==> config.mk <==
export PLATFORM = sky130hd
export DESIGN_NAME = rts_sched
export DESIGN_NICKNAME = d
export VERILOG_FILES = /design/src/rtl/rts_pkg.sv /design/src/rtl/rts_walker.sv /design/src/rtl/rts_coord_map.sv /design/src/rtl/rts_latency.sv /design/src/rtl/rts_sched.sv
export SDC_FILE = /design/constraint.sdc
export NUM_CORES = 1
export LEC_CHECK = 0
export BUFFER_PORTS_ARGS = -buffer_cell sky130_fd_sc_hd__buf_2
export CAP_MARGIN = 15
export CORE_ASPECT_RATIO = 0.9
export CORE_MARGIN = 2
export CORE_UTILIZATION = 40
export DETAILED_ROUTE_END_ITERATION = 16
export PLACE_DENSITY_LB_ADDON = 0.12
export SYNTH_ARGS = -nofsm -noshare
export SYNTH_HDL_FRONTEND = slang
export SYNTH_SLANG_ARGS = --single-unit
==> constraint.sdc <==
create_clock -name clk -period 21.5 [get_ports clk]
set_clock_uncertainty 0.1 [all_clocks]
set_input_delay 4.3 -clock clk [delete_from_list [all_inputs] [get_ports clk]]
set_output_delay 4.3 -clock clk [all_outputs]
set_load 0.01 [all_outputs]
==> src/rtl/rts_pkg.sv <==
package rts_pkg;

    typedef enum logic [1:0] {
        ST_IDLE  = 2'd0,
        ST_RELOC = 2'd1,
        ST_TEST  = 2'd2,
        ST_HALT  = 2'd3
    } rts_state_e;

endpackage

==> src/rtl/rts_walker.sv <==
// Free-slot position along the linear sweep, its direction, and the
// traversal order latched at the sweep ends.
module rts_walker #(
    parameter int NTILES = 12,
    parameter int IDX_W  = 4
) (
    input  logic             clk,
    input  logic             rst_n,
    input  logic             step_start,
    input  logic             step_commit,
    input  logic             vert_in,
    output logic [IDX_W-1:0] cur_idx,
    output logic [IDX_W-1:0] nxt_idx,
    output logic             vert_q
);
    localparam logic [IDX_W-1:0] LAST = IDX_W'(NTILES - 1);

    logic ascending;

    always_comb begin
        if (ascending) nxt_idx = cur_idx + IDX_W'(1);
        else           nxt_idx = cur_idx - IDX_W'(1);
    end

    always_ff @(posedge clk or negedge rst_n) begin
        if (!rst_n) begin
            cur_idx   <= '0;
            ascending <= 1'b1;
            vert_q    <= 1'b0;
        end else begin
            if (step_start && ((cur_idx == '0) || (cur_idx == LAST)))
                vert_q <= vert_in;
            if (step_commit) begin
                cur_idx <= nxt_idx;
                if (nxt_idx == LAST)    ascending <= 1'b0;
                else if (nxt_idx == '0) ascending <= 1'b1;
            end
        end
    end
endmodule

==> src/rtl/rts_coord_map.sv <==
// Linear sweep index to (row, column) for the selected traversal order.
module rts_coord_map #(
    parameter int ROWS  = 3,
    parameter int COLS  = 4,
    parameter int IDX_W = 4,
    parameter int RW    = 2,
    parameter int CW    = 2
) (
    input  logic [IDX_W-1:0] idx,
    input  logic             vert,
    output logic [RW-1:0]    row,
    output logic [CW-1:0]    col
);
    int unsigned iv;

    always_comb begin
        iv = 32'(idx);
        if (vert) begin
            row = RW'(iv % ROWS);
            col = CW'(iv / ROWS);
        end else begin
            row = RW'(iv / COLS);
            col = CW'(iv % COLS);
        end
    end
endmodule

==> src/rtl/rts_latency.sv <==
// Per-tile retest gap counters, counted in steps, and the worst gap seen.
module rts_latency #(
    parameter int NTILES = 12,
    parameter int TID_W  = 4,
    parameter int LAT_W  = 6
) (
    input  logic             clk,
    input  logic             rst_n,
    input  logic             step_commit,
    input  logic [TID_W-1:0] tested_id,
    output logic [LAT_W-1:0] worst
);
    localparam logic [LAT_W-1:0] SAT = {LAT_W{1'b1}};

    logic [LAT_W-1:0] gap [NTILES];
    logic [LAT_W-1:0] seen;

    always_comb begin
        if (gap[tested_id] == SAT) seen = SAT;
        else                       seen = gap[tested_id] + LAT_W'(1);
    end

    for (genvar t = 0; t < NTILES; t++) begin : g_tile
        always_ff @(posedge clk or negedge rst_n) begin
            if (!rst_n) begin
                gap[t] <= '0;
            end else if (step_commit) begin
                if (tested_id == TID_W'(t)) gap[t] <= '0;
                else if (gap[t] != SAT)     gap[t] <= gap[t] + LAT_W'(1);
            end
        end
    end

    always_ff @(posedge clk or negedge rst_n) begin
        if (!rst_n)                           worst <= '0;
        else if (step_commit && seen > worst) worst <= seen;
    end
endmodule

==> src/rtl/rts_sched.sv <==
module rts_sched #(
    parameter int ROWS   = 3,
    parameter int COLS   = 4,
    parameter int NTILES = ROWS * COLS,
    parameter int IDX_W  = (NTILES > 1) ? $clog2(NTILES) : 1,
    parameter int RW     = (ROWS > 1) ? $clog2(ROWS) : 1,
    parameter int CW     = (COLS > 1) ? $clog2(COLS) : 1,
    parameter int LAT_W  = $clog2(2 * NTILES) + 1
) (
    input  logic             clk,
    input  logic             rst_n,
    input  logic             run,
    input  logic             vertical_sel,
    input  logic             reconf_done,
    input  logic             test_done,
    input  logic             test_fail,
    input  logic             fault_clear,
    output logic             reloc_req,
    output logic [RW-1:0]    reloc_src_row,
    output logic [CW-1:0]    reloc_src_col,
    output logic [RW-1:0]    reloc_dst_row,
    output logic [CW-1:0]    reloc_dst_col,
    output logic             test_req,
    output logic [RW-1:0]    test_row,
    output logic [CW-1:0]    test_col,
    output logic             fault_flag,
    output logic [RW-1:0]    fault_row,
    output logic [CW-1:0]    fault_col,
    output logic             order_vertical,
    output logic [LAT_W-1:0] worst_latency
);
    import rts_pkg::*;

    rts_state_e state_q, state_d;

    logic             step_start, step_commit;
    logic [IDX_W-1:0] cur_idx, nxt_idx;
    logic [RW-1:0]    cur_row, nxt_row;
    logic [CW-1:0]    cur_col, nxt_col;
    logic [IDX_W-1:0] tested_id;
    logic             fault_q;
    logic [RW-1:0]    frow_q;
    logic [CW-1:0]    fcol_q;

    assign step_start  = (state_q == ST_IDLE) && run;
    assign step_commit = (state_q == ST_TEST) && test_done;

    rts_walker #(.NTILES(NTILES), .IDX_W(IDX_W)) u_walk (
        .clk        (clk),
        .rst_n      (rst_n),
        .step_start (step_start),
        .step_commit(step_commit),
        .vert_in    (vertical_sel),
        .cur_idx    (cur_idx),
        .nxt_idx    (nxt_idx),
        .vert_q     (order_vertical)
    );

    rts_coord_map #(.ROWS(ROWS), .COLS(COLS), .IDX_W(IDX_W), .RW(RW), .CW(CW)) u_map_cur (
        .idx (cur_idx),
        .vert(order_vertical),
        .row (cur_row),
        .col (cur_col)
    );

    rts_coord_map #(.ROWS(ROWS), .COLS(COLS), .IDX_W(IDX_W), .RW(RW), .CW(CW)) u_map_nxt (
        .idx (nxt_idx),
        .vert(order_vertical),
        .row (nxt_row),
        .col (nxt_col)
    );

    // Physical tile number, independent of the traversal order in force.
    assign tested_id = IDX_W'(32'(nxt_row) * COLS + 32'(nxt_col));

    rts_latency #(.NTILES(NTILES), .TID_W(IDX_W), .LAT_W(LAT_W)) u_lat (
        .clk        (clk),
        .rst_n      (rst_n),
        .step_commit(step_commit),
        .tested_id  (tested_id),
        .worst      (worst_latency)
    );

    // State register
    always_ff @(posedge clk or negedge rst_n) begin
        if (!rst_n) state_q <= ST_IDLE;
        else        state_q <= state_d;
    end

    // Transitions
    always_comb begin
        state_d = state_q;
        unique case (state_q)
            ST_IDLE:  if (run)         state_d = ST_RELOC;
            ST_RELOC: if (reconf_done) state_d = ST_TEST;
            ST_TEST:  if (test_done)   state_d = test_fail ? ST_HALT : ST_IDLE;
            ST_HALT:  if (fault_clear) state_d = ST_IDLE;
        endcase
    end

    // Outputs
    always_comb begin
        reloc_req     = 1'b0;
        test_req      = 1'b0;
        reloc_src_row = nxt_row;
        reloc_src_col = nxt_col;
        reloc_dst_row = cur_row;
        reloc_dst_col = cur_col;
        test_row      = nxt_row;
        test_col      = nxt_col;
        unique case (state_q)
            ST_IDLE:  ;
            ST_RELOC: reloc_req = 1'b1;
            ST_TEST:  test_req  = 1'b1;
            ST_HALT:  ;
        endcase
    end

    // Fault capture
    always_ff @(posedge clk or negedge rst_n) begin
        if (!rst_n) begin
            fault_q <= 1'b0;
            frow_q  <= '0;
            fcol_q  <= '0;
        end else if (step_commit && test_fail) begin
            fault_q <= 1'b1;
            frow_q  <= nxt_row;
            fcol_q  <= nxt_col;
        end else if ((state_q == ST_HALT) && fault_clear) begin
            fault_q <= 1'b0;
        end
    end

    assign fault_flag = fault_q;
    assign fault_row  = frow_q;
    assign fault_col  = fcol_q;
endmodule

======== After elaboration in Yosys (flattened, before gate mapping) ========
Index checks and enable logic that the tools add are counted.
word-level totals
  input port bits ......................... 8
  word-level logic and storage cells ...... 160
  register bits ........................... 91
  output and inout bits ................... 26
cells by class
  equality and inequality tests ........... 33
  div/mod/pow operators ................... 4
  add/subtract/negate cells ............... 16
  mux-type cells .......................... 45
  bitwise logic cells ..................... 1
  magnitude comparators ................... 2
  reduce and logical (&&, ||, !) cells .... 39
operators with widths
  operator                count
  $mux W6                 27
  $add A6 B1 Y6 const B   13
  $ne A6 B6 Y1 const B    12
  $div A4 B2 Y32 const B  2
  $mod A4 B2 Y32 const B  2
  $reduce_bool A2 Y1      14
  $reduce_and A2 Y1       13
  $bmux W6 S4             1
  $eq A4 B4 Y1 const B    6
  $mux W2                 9
  $eq A4 B3 Y1 const B    4
  $logic_not A4 Y1        3
  $eq A4 B2 Y1 const B    2
  $ne A2 B2 Y1 const B    4
  $pmux W2 S4             1
  $eq A6 B6 Y1 const B    1
  $gt A6 B6 Y1            1
  $logic_and A1 B1 Y1     6
  $mux W1                 6
  $ge A5 B5 Y1 const B    1
  $not A4 Y5              1
  $add A4 B1 Y4 const B   1
  $add A4 B2 Y4           1
  $eq A2 B2 Y1 const B    2
  7 further kinds         7

======== Longest topological paths before layout ========
Gate-level depths: netlist of the first run.
  depth after elaboration ................. 13
  mapped depth ............................ 36
  gate-level depth less buffers ........... 35

======== Hierarchy ========
From an unflattened synthesis of the first run, not the netlist that was laid out.
second synthesis, totals
  cell total of the unflattened synthesis .. 628
  area, all modules ....................... 6025.8 µm²
by module, submodules not included
  module         instances  cells each  seq. area each (µm²)  area each (µm²)
  rts_latency    1          488         1951.9                4702.0
  rts_coord_map  2          34          0.0                   250.2
  rts_walker     1          40          151.4                 421.7
  rts_sched      1          32          175.2                 401.6

======== Worst setup path before layout of the first run ========
Ideal clock, no wire load.
  path kind ............................... register -> output
  start point ............................. register u_walk.ascending
  end point ............................... output port test_col[0]
  arrival ................................. 4167 ps
  path buffers ............................ 3
  cell stages (with the launch flop) ...... 22
  required time ........................... 17100 ps
  path slack .............................. 12933 ps
  cells stage by stage .................... dfstp_2 -> inv_1 -> ha_1 -> a21oi_1 -> and3_1 -> or2_2 -> clkbuf_1 -> inv_1 -> nor2_1 -> ha_1 -> inv_1 -> nor2_1 -> nor4_1 -> o21a_1 -> or2_1 -> ha_1 -> a211oi_1 -> o31ai_1 -> o21ai_1 -> inv_2 -> buf_1 -> buf_4
between the ends
  longest elaborated chain between the ends .. 3
RTL lines
  item                      RTL line             text
  start: declaration        rts_walker.sv:18     logic ascending;
  start signal: assignment  rts_walker.sv:28     ascending <= 1'b1;
  start signal: assignment  rts_walker.sv:35     if (nxt_idx == LAST) ascending <= 1'b0;
  start signal: assignment  rts_walker.sv:36     else if (nxt_idx == '0) ascending <= 1'b1;
  $mux W4                   rts_walker.sv:21     if (ascending) nxt_idx = cur_idx + IDX_W'(1);
  via nxt_idx[3]            rts_sched.sv:37      logic [IDX_W-1:0] cur_idx, nxt_idx;
  $div A4 B2 Y32            rts_coord_map.sv:20  col = CW'(iv / ROWS);
  $mux W2                   rts_coord_map.sv:18  if (vert) begin
  end: declaration          rts_sched.sv:25      output logic [CW-1:0] test_col,
The timed path passes the listed nets, and every way through them passes these cells.

======== Worst setup path after layout of the first run ========
  start point ............................. register u_walk.ascending
  end point ............................... output port test_row[1]
between the ends
  longest elaborated chain between the ends .. 3
RTL lines
  item              RTL line             text
  $mux W4 *         rts_walker.sv:21
  via nxt_idx[3]    rts_sched.sv:37
  $mod A4 B2 Y32    rts_coord_map.sv:19  row = RW'(iv % ROWS);
  $mux W2 *         rts_coord_map.sv:18
  end: declaration  rts_sched.sv:24      output logic [RW-1:0] test_row,
The timed path passes the listed nets; every way through them passes the cells marked *.

==> run_results.csv, run 1 <==
group,metric,value,unit
clock_tree,cts_hold_buf,0,
worst_hold_path,min_to,"fault_flag",
floorplanning,die_x,139,um
worst_setup_path,r2r-end,"u_lat.worst[5]",
timing,max_slew.worst_pin.slew,1.05,ns
clock_tree,cts_buffers,9,
drt,wl,17800,um
final_layout,design_area,7090,um2
floorplanning,die_y,125,um
drt,drc,0,
yosys,synth.area.top_cells,"dfrtp_1, ha_1, nand2_1",
worst_setup_path,crit_fanout,11,
yosys,synthDistinctLibCells,83,
floorplanning,core_area,16000,um2
yosys,yosysTopAreaCellShare,34.5,%
placement,gp_congestion,0.876,
timing,timing.final.crit_share,47.0,%
global_route,track_usage,20.7,%
final_layout,fill_cells,1590,
yosys,yosysMostFrequentCell,"nand2_1",
yosys,yosysSeqAreaShare,34.9,%
final_layout,diodes,0,
yosys,yosys_most_used_dff,"dfrtp_1",
floorplanning,ios,34,
timing,final.setup.tns,0,ns
placement,place_area,6820,um2
worst_setup_path,r2r_slack,12.73,ns
yosys,synth_seq_cells,91,
yosys,synth_fp_nets,813,
timing,max_clock_freq,99.0,MHz
final_layout,syn2layout_area_growth,8.73,%
worst_setup_path,worstSetupStartpoint,"u_walk.ascending",
global_route,first_global_vias,5461,
worst_setup_path,crit_family,"compound AO/OA/AOI/OAI gates",
clock_tree,cts_tree,"built",
drt,drt_iter0_markers,429,
drt,postRouteAntennaNets,0,
worst_setup_path,cp.arrival,5.70,ns
worst_setup_path,critical_path.slowest_cell,"a21oi_1",
yosys,syn_area,6520,um2
worst_setup_path,r2r_start,"u_walk.ascending",
drt,vias,5939,
timing,hold_viol_final,0,
final_layout,drive_gt1_share,12.1,%
clock_tree,cts.sinks,91,
drt,dr.pass1.iters,5,
worst_setup_path,rr_worst_depth,32,
timing,rsz0062_at_grt,"false",
worst_hold_path,hp-start,"fault_flag",
yosys,synth_commonest_cells,"nand2_1, dfrtp_1, nor2_1, o21ai_0, a21oi_1",
global_route,grt_pass1_wl,28900,um
clock_tree,cts_setup_buffers,0,
global_route,grt_max_degree,60,
yosys,synth_top_area_cell,"dfrtp_1",
clock_tree,ctsLongestPathBuffers,2,
worst_setup_path,crit_path_max_incr_delay,0.69,ns
clock_tree,clockRootBuffer,"clkbuf_16",
final_layout,nets,830,
clock_tree,clk_latency,0.36,ns
placement,hpwl,12800,um
floorplanning,row_count,44,
timing,slew_viol_final,0,
worst_hold_path,hold_depth,2,
timing,relSlewSlack,29.0,%
global_route,antenna_found_initial,0,
floorplanning,die_area,17300,um2
drt,post_drt_via_cell_ratio,5.93,
clock_tree,h-tree-depth,3,
yosys,yosys_warnings,0,
yosys,synth_edf_count,0,
worst_setup_path,crit_chain,"inv_1, ha_1, nand3_1, a21oi_1, or2_2, inv_1, nor2_1, ha_1, inv_1, nor2_1, nor4_1, o21a_1, or2_1, ha_1, a21oi_1, o31ai_2, nor2_1, o21ai_1, o22ai_1, buf_2",
drt,wl_per_cell,17.8,um
timing,setup_viol,0,
flow_run,maxCapViolations,0,
worst_setup_path,critPathRequiredTime,17.10,ns
global_route,grt-ovfl-total,0,
floorplanning,start_util,40.7,%
clock_tree,cts.clk_slew.worst_paths,0.07,ns
yosys,async_reset_ff_share,100,%
placement,io_buffers,33,
yosys,synth_cells,772,
yosys,postSynthAreaPerCell,8.45,um2
timing,period_needed,10.10,ns
outcome,outcome,"finished, final reports clean",
clock_tree,cts_resized,0,
worst_setup_path,path_buf_inv,4,
worst_setup_path,end_kind,"primary output",
worst_setup_path,worst-setup-path-type,"reg -> out",
worst_hold_path,hold_class,"reg -> reg",
worst_setup_path,critPathLaunchType,"register",
==> stage by stage <==
step	util (%)	instances	hold WS, ns	setup slack (ns)
after floorplan	-	772	0.366	12.93
after global placement	42.6	985	0.362	12.09
after detailed placement	42.6	985	0.368	11.92
after CTS	44.3	1001	0.384	11.47
after global routing	44.3	1001	0.409	11.02
final	44.3	1001	0.375	11.40
==> cells by family after synthesis <==
| group | after synthesis | share of synthesized area (%) |
|---|---|---|
| buffers and inverters | 67 | 4.68 |
| muxes | 25 | 4.14 |
| DFF | 91 | 34.9 |
| and+or+nand+nor | 303 | 22.1 |
| AOI/OAI and AO/OA | 228 | 24.3 |
| xor gates and xnor gates | 25 | 3.36 |
| adders and majority gates | 33 | 6.44 |
==> worst reg2reg max path: cells and delay by family (launching register included) <==
kind | cells | cell delay, ns
flip-flops | 1 | 0.57
buffers and inverters | 4 | 0.38
AO/OA/AOI/OAI | 11 | 3.29
adder cells (fa/ha/maj) | 5 | 1.46
AND/OR/NAND/NOR | 12 | 2.82
==> per-layer routing <==
metal / share of wire [%] / track usage [%] / routed length (um)
met5: 0 / 0 / 0
met4: 1.8 / 6.18 / 321
met3: 4.8 / 3.49 / 854
met2: 44 / 31.7 / 7840
met1: 49 / 30.1 / 8790
==> worst max-delay path by stage <==
stage | to | slack, ns | cells after the start
floorplan | test_col[0] | 12.93 | 21
global placement | reloc_src_row[1] | 12.09 | 20
detailed placement | test_row[1] | 11.92 | 20
CTS | test_row[1] | 11.47 | 20
global route | test_row[1] | 11.02 | 20
finish | test_row[1] | 11.40 | 20
==> cells in the final DEF, fill, tap and decap left out, types with 5 or more instances in the layout <==
master	n
nand2_1	106
clkbuf_16	9
o21ai_0	58
mux2i_1	18
nor3_1	10
and3_1	15
nand2b_1	15
nand3_1	30
buf_2	32
a21oi_1	56
nand4_1	15
xnor2_1	10
o22ai_1	7
nand3b_1	6
a41oi_1	7
a31oi_1	6
inv_1	31
ha_1	32
dfrtp_1	90
buf_4	6
o21ai_1	7
xor2_1	15
mux2_2	6
nor2_1	75
o31ai_1	7
nor2b_1	5
a221o_1	5
==> area by class of cell <==
| type | count | area (um2) | area share [%] |
|---|---|---|---|
| tap | 207 | 259 | 3.65 |
| multi-input combinational | 614 | 3950 | 55.7 |
| clock inverter | 7 | 45.0 | 0.635 |
| clock buffer | 9 | 225 | 3.18 |
| timing repair buffer | 38 | 205 | 2.89 |
| inverter | 35 | 131 | 1.85 |
| sequential | 91 | 2280 | 32.1 |
==> sequential cells by signal, summed over array words and instances (netlist names) <==
register	flops
u_lat.gap	72
u_lat.worst	6
u_walk.cur_idx	4
fault_col	2
fault_row	2
state_q	2
fault_flag	1
u_walk.ascending	1
u_walk.vert_q	1
Power of run 1 is left out: the tool's default activity adds up to more than one toggle a clock period on the data nets, which glitch-free logic cannot reach.
==> inputs of run 2 (changes only) <==
clock period = 8.8 ns   (was 21.5 ns; I/O delays follow)
==> run_results.csv, run 2 (synthesis results as in run 1) <==
group,metric,value,unit
timing,slew_viol_final,0,
final_layout,drive_gt1_share,12.7,%
global_route,antenna_found_initial,0,
worst_setup_path,crit_fanout,11,
timing,max_clock_freq,120,MHz
timing,period_needed,8.30,ns
worst_setup_path,r2r_start,"u_walk.ascending",
final_layout,syn2layout_area_growth,10.4,%
clock_tree,clk_latency,0.35,ns
worst_setup_path,crit_family,"compound AO/OA/AOI/OAI gates",
drt,drc,0,
drt,post_drt_via_cell_ratio,5.96,
placement,hpwl,12900,um
floorplanning,ios,34,
timing,rsz0062_at_grt,"false",
placement,io_buffers,33,
floorplanning,row_count,44,
global_route,grt_max_degree,59,
floorplanning,core_area,16000,um2
clock_tree,ctsLongestPathBuffers,2,
worst_setup_path,path_buf_inv,4,
clock_tree,cts_buffers,9,
worst_setup_path,rr_worst_depth,32,
timing,max_slew.worst_pin.slew,0.892,ns
timing,setup_viol,0,
timing,relSlewSlack,39.8,%
worst_setup_path,critical_path.slowest_cell,"dfstp_2",
clock_tree,cts_tree,"built",
global_route,grt_pass1_wl,29800,um
worst_hold_path,hp-start,"fault_flag",
drt,postRouteAntennaNets,0,
placement,gp_congestion,0.857,
worst_setup_path,worst-setup-path-type,"reg -> reg",
drt,wl,17900,um
floorplanning,die_y,125,um
drt,vias,5974,
worst_setup_path,critPathLaunchType,"register",
global_route,grt-ovfl-total,0,
timing,final.setup.tns,0,ns
worst_setup_path,cp.arrival,8.44,ns
outcome,outcome,"finished, final reports clean",
worst_setup_path,r2r_slack,0.50,ns
clock_tree,h-tree-depth,3,
final_layout,top_regs,"u_lat.gap (72), u_lat.worst (6), u_walk.cur_idx (4)",
global_route,track_usage,21.0,%
worst_setup_path,critPathRequiredTime,8.94,ns
worst_setup_path,r2r-end,"u_lat.worst[5]",
floorplanning,die_area,17300,um2
worst_setup_path,crit_path_frequent_cell,"ha_1",
timing,hold_viol_final,0,
timing,timing.final.crit_share,94.4,%
clock_tree,clockRootBuffer,"clkbuf_16",
global_route,first_global_vias,5696,
final_layout,nets,832,
final_layout,largest_register_ffs,72,
clock_tree,cts.sinks,91,
floorplanning,die_x,139,um
worst_hold_path,hold_depth,2,
final_layout,largest-register,"u_lat.gap",
floorplanning,start_util,40.7,%
worst_setup_path,end_kind,"register",
worst_hold_path,min_to,"fault_flag",
clock_tree,cts_hold_buf,0,
worst_hold_path,hold_class,"reg -> reg",
clock_tree,cts.clk_slew.worst_paths,0.07,ns
final_layout,diodes,0,
drt,drt_iter0_markers,501,
worst_setup_path,crit_path_max_incr_delay,0.56,ns
final_layout,layout_common_cells,"nand2_1, dfrtp_1, nor2_1",
drt,wl_per_cell,17.8,um
flow_run,maxCapViolations,0,
final_layout,layout_commonest_cell,"nand2_1",
drt,dr.pass1.iters,5,
[run 2: changes by cell type in the layout (fill, tap and decap cells not counted), sizes merged]
cell / delta
clkbuf: +3
buf: +2
bufinv: +2
clkinv: -5
[run 2: worst max path at each step]
stage / startpoint / endpoint / cells past startpoint
floorplan: u_walk.ascending / u_lat.worst[5] / 35
global placement: u_walk.ascending / u_lat.worst[5] / 32
detailed placement: u_walk.ascending / u_lat.worst[5] / 32
CTS: u_walk.ascending / u_lat.worst[5] / 32
global route: u_walk.ascending / u_lat.worst[5] / 32
finish: u_walk.ascending / u_lat.worst[5] / 32
[run 2: metal layers]
metal / global-route usage (%) / part of all wire (%)
met5: 0 / 0
met2: 32.0 / 44
met1: 30.2 / 49
met4: 6.00 / 1.5
met3: 4.44 / 5.1
[run 2: tightest hold or removal path, delay by kind of cell (launching register included)]
family	cells	cell delay, ns
flip-flops	1	0.34
AND/OR/NAND/NOR	2	0.10
[run 2: stage by stage]
step / utilization, % / area, um2 / setup WS (ns) / hold WS (ns) / std cells
floorplan: - / 6520 / 1.75 / 0.366 / 772
global placement: 42.7 / 6840 / 0.707 / 0.361 / 987
detailed placement: 42.7 / 6840 / 0.316 / 0.361 / 987
CTS: 44.7 / 7170 / 0.276 / 0.377 / 1003
global route: 45.0 / 7200 / 0.0307 / 0.414 / 1003
finish: 45.0 / 7200 / 0.497 / 0.371 / 1003
[run 2: layout make-up]
| type | count | area (um2) |
|---|---|---|
| fill | 1563 | 8820 |
| clock inverter | 4 | 72.6 |
| clock buffer | 12 | 256 |
| multi-input combinational | 614 | 3990 |
| timing repair buffer | 40 | 220 |
| tap | 207 | 259 |
| inverter | 35 | 131 |
| sequential | 91 | 2280 |
[run 2: repair_timing]
item,CTS,global route
gates resized for setup,0,7
setup buffers,0,0
setup endpoints to repair,0,6
Power of run 2 is left out for the same reason.
==> inputs of run 3 (changes only) <==
CORE_ASPECT_RATIO = default   (was 0.9)
CTS_BUF_LIST = sky130_fd_sc_hd__clkbuf_8   (was default)
==> run_results.csv, run 3 (synthesis results as in run 1) <==
group,metric,value,unit
clock_tree,h-tree-depth,3,
flow_run,maxCapViolations,0,
clock_tree,cts_resized,0,
worst_setup_path,cp.arrival,8.40,ns
timing,whs,0.376,ns
worst_setup_path,worst-setup-path-type,"reg -> reg",
final_layout,drive_gt1_share,12.4,%
worst_setup_path,r2r-end,"u_lat.worst[5]",
placement,io_buffers,33,
clock_tree,cts.clk_slew.worst_paths,0.09,ns
drt,drt_iter0_markers,568,
worst_setup_path,rr_worst_depth,33,
worst_setup_path,end_kind,"register",
final_layout,fill_cells,1588,
timing,max_slew.worst_pin.slew,1.02,ns
floorplanning,die_area,17300,um2
floorplanning,row_count,46,
final_layout,largest-register,"u_lat.gap",
clock_tree,cts_hold_buf,0,
final_layout,layout_common_cells,"nand2_1, dfrtp_1, nor2_1",
outcome,outcome,"finished, final reports clean",
global_route,grt_pass1_wl,28700,um
worst_setup_path,critPathRequiredTime,8.98,ns
clock_tree,cts_buffers,9,
drt,wl_per_cell,17.2,um
drt,drc,0,
timing,relSlewSlack,31.6,%
global_route,grt-ovfl-total,0,
global_route,grt_max_degree,56,
timing,final.setup.tns,0,ns
clock_tree,ctsLongestPathBuffers,2,
global_route,antenna_found_initial,0,
drt,vias,5877,
worst_hold_path,hold_class,"reg -> reg",
final_layout,top_regs,"u_lat.gap (72), u_lat.worst (6), u_walk.cur_idx (4)",
timing,max_clock_freq,122,MHz
worst_setup_path,r2r_start,"u_walk.ascending",
clock_tree,clockRootBuffer,"clkbuf_8",
clock_tree,cts.sinks,91,
placement,hpwl,12600,um
floorplanning,start_util,41.1,%
drt,dr.pass1.iters,5,
timing,timing.final.crit_share,93.4,%
timing,period_needed,8.22,ns
global_route,track_usage,20.5,%
drt,postRouteAntennaNets,0,
clock_tree,cts_tree,"built",
final_layout,layout_commonest_cell,"nand2_1",
worst_setup_path,cp-endpoint,"u_lat.worst[5]",
global_route,first_global_vias,5462,
final_layout,syn2layout_area_growth,8.65,%
floorplanning,ios,34,
clock_tree,clk_latency,0.39,ns
final_layout,nets,833,
final_layout,seqCellArea,2280,um2
final_layout,multi_input_area,3950,um2
worst_setup_path,r2r_slack,0.58,ns
timing,setup_viol,0,
floorplanning,die_x,132,um
placement,gp_congestion,0.857,
drt,wl,17400,um
final_layout,diodes,0,
worst_setup_path,crit_path_max_incr_delay,0.57,ns
floorplanning,die_y,132,um
clock_tree,cts_setup_buffers,0,
timing,slew_viol_final,0,
final_layout,largest_register_ffs,72,
floorplanning,core_area,15900,um2
worst_setup_path,critical_path.slowest_cell,"dfstp_2",
worst_setup_path,critPathLaunchType,"register",
timing,hold_viol_final,0,
worst_setup_path,worstSetupStartpoint,"u_walk.ascending",
drt,post_drt_via_cell_ratio,5.80,
worst_setup_path,crit_fanout,11,
[run 3: worst max-delay path: cells and delay by family (launching register included)]
family / cells / cell delay, ns
AND/OR/NAND/NOR: 13 / 3.17
AO/OA/AOI/OAI: 10 / 2.43
adder cells (fa/ha/maj): 5 / 1.37
flip-flops: 1 / 0.57
buffers and inverters: 5 / 0.44
[run 3: worst min-delay path by stage]
stage                      start            to  slack, ns  cells after the start
floorplan           u_lat.gap[5]  u_lat.gap[5]       0.37                      1
global placement      fault_flag    fault_flag       0.36                      2
detailed placement    fault_flag    fault_flag       0.36                      2
CTS                   fault_flag    fault_flag       0.38                      2
global route        fault_row[0]  fault_row[0]       0.43                      1
finish                fault_flag    fault_flag       0.38                      2
[run 3: area by class of cell]
class,count,area share [%]
multi-input cells,614,55.8
well taps,216,3.81
inverters,35,1.85
clock inverters,5,1.08
repair buffers,41,3.21
clock buffers,11,2.14
flip-flops and latches,91,32.1
[run 3: stage by stage]
stage | utilization (%) | setup WS, ns | instance area (um2) | instances
floorplan | - | 1.75 | 6520 | 772
global placement | 43.2 | 0.828 | 6860 | 997
detailed placement | 43.2 | 0.575 | 6860 | 997
CTS | 44.6 | 0.546 | 7080 | 1013
global route | 44.6 | -0.00345 | 7090 | 1013
finish | 44.6 | 0.583 | 7090 | 1013
[run 3: per-layer routing]
layer  track usage [%]  wire length (um)  vias to the layer above
met5                 0                 0                        -
met4              6.88               399                        0
met3              4.13               884                       24
met2              31.5              7750                      153
met1              28.7              8340                     2833
li1                  -                 -                     2867
Power of run 3 is left out for the same reason.
